--- src/rtl/lpm_pkg.sv ---
package lpm_pkg;
  localparam int MODE_W    = 3;
  localparam int NUM_MODES = 6;

  typedef enum logic [MODE_W-1:0] {
    PM_ACTIVE = 3'd0,
    PM_LP0    = 3'd1,
    PM_LP1    = 3'd2,
    PM_LP2    = 3'd3,
    PM_LP3    = 3'd4,
    PM_LP4    = 3'd5
  } pmode_e;

  typedef struct packed {
    logic cpu;
    logic aux;
    logic per;
    logic dco;
    logic xtal;
  } clk_en_t;

  localparam clk_en_t EN_ALL_ON = '{cpu: 1'b1, aux: 1'b1, per: 1'b1, dco: 1'b1, xtal: 1'b1};

  function automatic logic code_legal(logic [MODE_W-1:0] code);
    return int'(code) < NUM_MODES;
  endfunction

  // Enable pattern per mode; dco_keep only matters for the first-but-one level
  function automatic clk_en_t mode_pattern(pmode_e m, logic dco_keep);
    clk_en_t e;
    e = EN_ALL_ON;
    unique case (m)
      PM_ACTIVE: e = EN_ALL_ON;
      PM_LP0:    e.cpu = 1'b0;
      PM_LP1: begin
        e.cpu = 1'b0;
        e.dco = dco_keep;
      end
      PM_LP2: begin
        e.cpu = 1'b0;
        e.per = 1'b0;
      end
      PM_LP3: begin
        e.cpu = 1'b0;
        e.per = 1'b0;
        e.dco = 1'b0;
      end
      PM_LP4: e = '0;
      default: e = '0;
    endcase
    return e;
  endfunction
endpackage

--- src/rtl/lpm_mode_seq.sv ---
module lpm_mode_seq
  import lpm_pkg::*;
#(
  parameter int CODE_W = MODE_W
) (
  input  logic              clk,
  input  logic              rst,
  input  logic              mode_wr,
  input  logic [CODE_W-1:0] mode_wdata,
  input  logic              irq,
  input  logic              reti,
  input  logic              saved_clr,
  output pmode_e            mode_q,
  output pmode_e            mode_d,
  output logic              srv_q
);
  pmode_e saved_q, saved_d;
  logic   saved_vld_q, saved_vld_d;
  logic   srv_d;
  logic   wake;

  assign wake = !srv_q && irq && (mode_q != PM_ACTIVE);

  always_comb begin
    mode_d      = mode_q;
    saved_d     = saved_q;
    saved_vld_d = saved_vld_q;
    srv_d       = srv_q;
    if (srv_q) begin
      if (reti) begin
        mode_d      = (saved_vld_q && !saved_clr) ? saved_q : PM_ACTIVE;
        saved_vld_d = 1'b0;
        srv_d       = 1'b0;
      end else if (saved_clr) begin
        saved_vld_d = 1'b0;
      end
    end else if (wake) begin
      saved_d     = mode_q;
      saved_vld_d = 1'b1;
      srv_d       = 1'b1;
      mode_d      = PM_ACTIVE;
    end else if (mode_wr && code_legal(mode_wdata)) begin
      mode_d = pmode_e'(mode_wdata);
    end
  end

  always_ff @(posedge clk) begin
    if (rst) begin
      mode_q      <= PM_ACTIVE;
      saved_q     <= PM_ACTIVE;
      saved_vld_q <= 1'b0;
      srv_q       <= 1'b0;
    end else begin
      mode_q      <= mode_d;
      saved_q     <= saved_d;
      saved_vld_q <= saved_vld_d;
      srv_q       <= srv_d;
    end
  end
endmodule

--- src/rtl/lpm_enable_dec.sv ---
module lpm_enable_dec
  import lpm_pkg::*;
(
  input  logic    clk,
  input  logic    rst,
  input  pmode_e  mode_next,
  input  logic    dco_keep,
  output clk_en_t en_q
);
  clk_en_t en_d;

  assign en_d = mode_pattern(mode_next, dco_keep);

  always_ff @(posedge clk) begin
    if (rst) en_q <= EN_ALL_ON;
    else     en_q <= en_d;
  end
endmodule

--- src/rtl/lpm_clk_ctrl.sv ---
module lpm_clk_ctrl
  import lpm_pkg::*;
#(
  parameter int CODE_W = MODE_W
) (
  input  logic              clk,
  input  logic              rst,
  input  logic              mode_wr,
  input  logic [CODE_W-1:0] mode_wdata,
  input  logic              dco_drives_cpu,
  input  logic              irq,
  input  logic              reti,
  input  logic              saved_clr,
  output logic [CODE_W-1:0] cur_mode,
  output logic              in_service,
  output logic              cpu_clk_en,
  output logic              aux_clk_en,
  output logic              per_clk_en,
  output logic              dco_gen_en,
  output logic              xtal_en
);
  pmode_e  mode_q, mode_d;
  logic    srv_q;
  clk_en_t en_q;

  lpm_mode_seq #(.CODE_W(CODE_W)) i_seq (
    .clk(clk), .rst(rst), .mode_wr(mode_wr), .mode_wdata(mode_wdata),
    .irq(irq), .reti(reti), .saved_clr(saved_clr),
    .mode_q(mode_q), .mode_d(mode_d), .srv_q(srv_q)
  );

  lpm_enable_dec i_dec (
    .clk(clk), .rst(rst), .mode_next(mode_d), .dco_keep(dco_drives_cpu), .en_q(en_q)
  );

  assign cur_mode   = CODE_W'(mode_q);
  assign in_service = srv_q;
  assign cpu_clk_en = en_q.cpu;
  assign aux_clk_en = en_q.aux;
  assign per_clk_en = en_q.per;
  assign dco_gen_en = en_q.dco;
  assign xtal_en    = en_q.xtal;
endmodule

--- config.mk ---
export PLATFORM = sky130hd
export DESIGN_NAME = lpm_clk_ctrl
export DESIGN_NICKNAME = d
export VERILOG_FILES = /design/src/rtl/lpm_pkg.sv /design/src/rtl/lpm_mode_seq.sv /design/src/rtl/lpm_enable_dec.sv /design/src/rtl/lpm_clk_ctrl.sv
export SDC_FILE = /design/constraint.sdc
export NUM_CORES = 1
export LEC_CHECK = 0
export ABC_CLOCK_PERIOD_IN_PS = 1500
export BUFFER_PORTS_ARGS = -buffer_cell sky130_fd_sc_hd__buf_2
export CORE_MARGIN = 10
export CORE_UTILIZATION = 34
export CTS_CLUSTER_DIAMETER = 50
export DETAILED_ROUTE_END_ITERATION = 8
export PLACE_DENSITY = 0.65
export SYNTH_ARGS = -nofsm -noshare
export SYNTH_HDL_FRONTEND = slang
export SYNTH_SLANG_ARGS = --single-unit
--- constraint.sdc ---
create_clock -name clk -period 1.5 [get_ports clk]
set_clock_uncertainty 0.05 [all_clocks]
set_input_delay 0.3 -clock clk [delete_from_list [all_inputs] [get_ports clk]]
set_output_delay 0.3 -clock clk [all_outputs]
set_load 0.02 [all_outputs]
---- Word level (Yosys, flattened, before mapping) ----
Index checks and enable logic that the tools add are counted.
W data, S select, Z words.
operators by class
  magnitude comparators ................... 1
  equality and inequality tests ........... 5
  multiplexer cells ....................... 16
  bitwise operators ....................... 1
  reduce and logical (&&, ||, !) cells .... 14
operators with widths
  kind                  count
  $mux W3               5
  $mux W1               10
  $eq A3 B2 Y1 const B  2
  $reduce_or A3 Y1      2
  $reduce_or A5 Y1      1
  $logic_and A1 B1 Y1   4
  $reduce_and A2 Y1     2
  $eq A3 B1 Y1 const B  1
  $eq A3 B3 Y1 const B  1
  $logic_not A3 Y1      1
  $lt A3 B3 Y1 const B  1
  $ne A3 B3 Y1 const B  1
  $reduce_bool A3 Y1    1
  $logic_not A1 Y1      2
  $pmux W1 S2           1
  $reduce_bool A2 Y1    1
  $not A1 Y1            1
storage, ports and cells
  flip-flop bits (word level) ............. 12
  output and inout bits ................... 9
  logic and storage cells ................. 45

---- Depth between registers and ports, before layout ----
  word-level depth ........................ 8
  gate-level depth with buffers ........... 4
  depth with buffers taken out ............ 4

---- Cells and area by module ----
From an unflattened synthesis, not the netlist that was laid out.
second synthesis, totals
  cell total of the unflattened synthesis .. 68
  area, all modules ....................... 593.1 um^2
by module, submodules not included
  module          times used  cells an instance  area an instance (um^2)
  lpm_mode_seq    1           55                 452.9
  lpm_enable_dec  1           13                 140.1

---- Worst setup path after synthesis ----
Ideal clock, no wire load.
  path kind ............................... register to register
  from .................................... reg i_seq.mode_q[0]
  to ...................................... reg, netlist name i_dec.en_q[3]
  library setup time ...................... 0.120 ns
  arrival time ............................ 1.160 ns
  required time ........................... 1.330 ns
  slack ................................... 0.170 ns
  cell stages (with the launch flop) ...... 5
  period minus slack after synthesis ...... 1.330 ns
  cell sequence ........................... dfxtp_1 o31ai_4 o2111ai_2 a21oi_2 nand2_1
between the ends
  word-level cells in the longest chain between the ends .. 7
  elaborated cells on any way between the ends .. 13
  classes of those cells .................. eq/ne (4); mux (5); reduce/logical (4)
ends and longest elaborated chain
  what                                  RTL line            source
  start: declaration                    lpm_mode_seq.sv:13  output pmode_e mode_q,
  start signal: assignment              lpm_mode_seq.sv:54  mode_q <= mode_d;
  $reduce_bool A3 Y1                    lpm_mode_seq.sv:22  assign wake = !srv_q && irq && (mode_q != PM_ACTIVE);
  $logic_and A1 B1 Y1                   lpm_mode_seq.sv:22
  $mux W3                               lpm_mode_seq.sv:37  end else if (wake) begin
  $mux W3 (*)                           lpm_mode_seq.sv:29  if (srv_q) begin
  $eq A3 B1 Y1 (tied with other cells)  lpm_pkg.sv:32       unique case (m)
  $reduce_or A5 Y1 (no line) (*)        n/a
  $mux W1 (*)                           lpm_pkg.sv:32
Every way passes the cells marked *; elsewhere a longest branch is shown, timed or not.
A chain may end at the register's enable or synchronous reset.

---- Worst setup path in the final report ----
  from .................................... reg i_seq.mode_q[1]
  to ...................................... out cur_mode[1]
RTL lines
  what              RTL line            source
  end: declaration  lpm_clk_ctrl.sv:14  output logic [CODE_W-1:0] cur_mode,
No word-level cell between the ends.

==> results.md <==
- Top cells by area in the synthesized netlist: dfxtp_1 (41%), nor2b_1 (5.4%), and4b_1 (5.2%), o21ai_0 (5.2%), nand2b_1 (4.3%)
- Number of DRC markers after the initial detailed-route iteration: 12
- Library cell contributing the largest single delay on the critical path: dfxtp_1
- Wire length of the first global-routing pass: between 2 and 2.5 mm
- Number of cells on the worst hold path: 3
- Average cell area after synthesis: approximately 9.2 um^2
- Endpoints failing setup: 0
- Summed instance area of the synthesized netlist: ~580 um^2
- Worst hold slack after final layout: around 0.23 ns
- Buffer depth of the longest clock path: 2
- Fraction of registers with async set or reset after synthesis: 0
- Dpl ws: ~0.14 ns
- Number of failing hold endpoints at the final stage: 0
- Cts bufs inserted: 3
- Most common cell after layout, fill and taps aside: buf_2
- Peak fanout along the critical path: 8
- 1st-pass router iterations: 4
- Yosys Warn Count: 0
- Worst-case hold path end point: i_dec.en_q[1]$_SDFF_PP1_
- Kind of capture point of the worst setup path: primary output
- Number of diodes: 0
- Count of input and output buffers: 18
- Number of levels the H-tree was split into: 1
- Worst skew pair latency: 0.27 ns
- Io pins: 19
- Final number of max-transition violations: 0
- Post-cts resize count: 0
- Setup WS post-layout: roughly 0.12 ns
- Layout fillers: between 150 and 200
- Floorplan die area: about 3800 um^2
- Power density over the cells: about 1100 nW/um^2
- Site row count: 14
- Leakage Power: 0.303 nW
- Critical path data arrival time: between 1 and 1.5 ns
- Worst max-slew margin expressed relative to the limit: 0.774
- Capture instance of the worst register-to-register path: i_dec.en_q[3]$_SDFF_PP1_
- Number of maximum-capacitance constraint violations: 0
- Mapped Cells: between 60 and 70
- Synthesized Nets: between 70 and 80
- Unrepaired setup endpoints after global routing: no
- Detail-routed via count per cell: 5.47
- CTS tree: yes
- Post-CTS Setup Inserts: 0
- Number of buffers and inverters on the critical path: 1
- Critical setup path kind: flop to primary output
- Share of the clock period used by the worst path after layout: 0.918
- ANT nets after route: 0
- Proportion of synthesized chip area in sequential cells: 0.414
- Share of post-route cells with drive strength above 1: 0.333
- Startpoint type of the worst setup path: flop
- Clock period minus worst slack: approximately 1.4 ns
- Origin of the worst min-delay path: dco_drives_cpu
- Die X: approximately 61 um
- Root buf cell: clkbuf_4
- Share of the synthesized area in the top cell type: 0.414
- Worst min-delay path class: input pin to flop
- Initial standard-cell utilization of the core: 0.372
- Post-synth EDFFs: 0
- RD Place Congestion: between 0.7 and 0.8
- Pin count of the biggest net entering global routing: 11
- Origin of the critical flop-to-flop path: i_seq.mode_q[2]$_SDFF_PP0_
- Detailed-placement wirelength estimate: 1.14 mm
- Number of antenna violations at the first check in global routing: 0
- Total of flip-flops plus latches after synthesis: 12
- Sum Neg Setup Slack: 0 ns
- Cts hold-fix bufs: 0
- Maximum vdd drop: ~450 uV
- Measured slew at the worst slew-check pin: between 0.3 and 0.4 ns
- Number of remaining DRC errors: 0
- Clock-pin slew of the registers on the worst-case setup and hold paths: 0.07 ns
- R2r worst-path depth: 4
- Placeable Area: roughly 1600 um^2
- Flip-flop cell with the highest count after synthesis: dfxtp_1
- Cell-by-cell trace of the critical path: buf_2
- Clock sink total: 12
- Synth-to-layout area growth: 24.6%
- Net count of the finished layout: 95
- Register-to-Register Setup Slack: 0.17 ns
- Total global routing track utilization: 0.0862
- Slowest Stage Delay on Critical Path: 0.52 ns
- Most frequent cells in the layout: buf_2 (18), dfxtp_1 (12), o21ai_0 (6)
- Library cell occupying the most area in the post-synthesis netlist: dfxtp_1
- Die Y: just over 60 um
- Post-detailed-routing wire length: ~1.4 mm
- Max Clock Freq: about 730 MHz
- Overall overflow remaining after global route: 0
- Via Count: ~550
- Delay-heaviest family, CP: flip-flops
- Status: completed
- Post-synthesis cell type count: 26
- Req. time, crit path: around 1.2 ns
- WL/cell: about 14 um
- Number of global-route vias before repair: 529
==> worst max path at each step <==
stage	cells past startpoint	to	startpoint	slack, ns
2_1_floorplan	4	i_dec.en_q[3]$_SDFF_PP1_	i_seq.mode_q[0]$_SDFF_PP0_	0.17
3_3_place_gp	5	i_dec.en_q[1]$_SDFF_PP1_	mode_wdata[2]	0.14
3_5_place_dp	5	i_dec.en_q[1]$_SDFF_PP1_	mode_wdata[2]	0.14
4_1_cts	1	cur_mode[1]	i_seq.mode_q[1]$_SDFF_PP0_	0.11
5_1_grt	4	i_dec.en_q[2]$_SDFF_PP1_	i_seq.mode_q[2]$_SDFF_PP0_	0.07
6_report	1	cur_mode[1]	i_seq.mode_q[1]$_SDFF_PP0_	0.12
==> Yosys cell counts, types with 2 or more instances <==
master,n
inv_1,3
and4b_1,3
a21oi_1,3
nand2b_1,4
dfxtp_1,12
nor2_1,4
nor2b_1,5
a22oi_1,3
nand2_1,3
o21ai_0,6
o21ai_1,2
==> kinds of logic (layout without fill, tap and decap cells) <==
group	Yosys count	in the layout	share of synthesized area
mux	1	1	0.0172
flops	12	12	0.414
compound gates	25	25	0.325
simple gates	20	20	0.205
buf+inv	5	26	0.0388
==> metal layers <==
layer  GRT usage  wire length [um]  vias to the layer above
met4      0.0684                40                        0
met2       0.142               677                       12
li1            -                 -                      271
met1      0.0904               644                      260
met3      0.0247                74                        4
met5           0                 0                        -
==> where the power goes <==
group | switching (mW) | total (mW) | leakage, nW | internal, mW
registers | 0.0212 | 0.363 | 0.0982 | 0.342
logic | 0.0876 | 0.151 | 0.184 | 0.0635
clock network | 0.112 | 0.259 | 0.0210 | 0.148
==> state kept, by name (all words and copies together), names as in the netlist <==
signal / count
i_seq.mode_q: 3
i_seq.srv_q: 1
i_dec.en_q: 4
i_seq.saved_vld_q: 1
i_seq.saved_q: 3
==> final cells by class <==
class | count | area [um^2] | share of cell area
Multi-Input combinational cell | 46 | 318 | 0.439
Timing Repair Buffer | 19 | 97.6 | 0.135
Sequential cell | 12 | 240 | 0.332
Inverter | 3 | 11.3 | 0.0156
Tap cell | 16 | 20.0 | 0.0277
Clock buffer | 4 | 36.3 | 0.0502
==> per-stage QoR <==
step	cells	utilization	area, um^2	power [mW]
after global placement	96	0.441	687	0.522
after CTS	100	0.464	723	0.783
after global routing	100	0.464	723	0.811
after detailed placement	96	0.441	687	0.523
final	100	0.464	723	0.773
after floorplan	63	-	581	0.468
No activity file was read; power rests on OpenSTA's default activity.
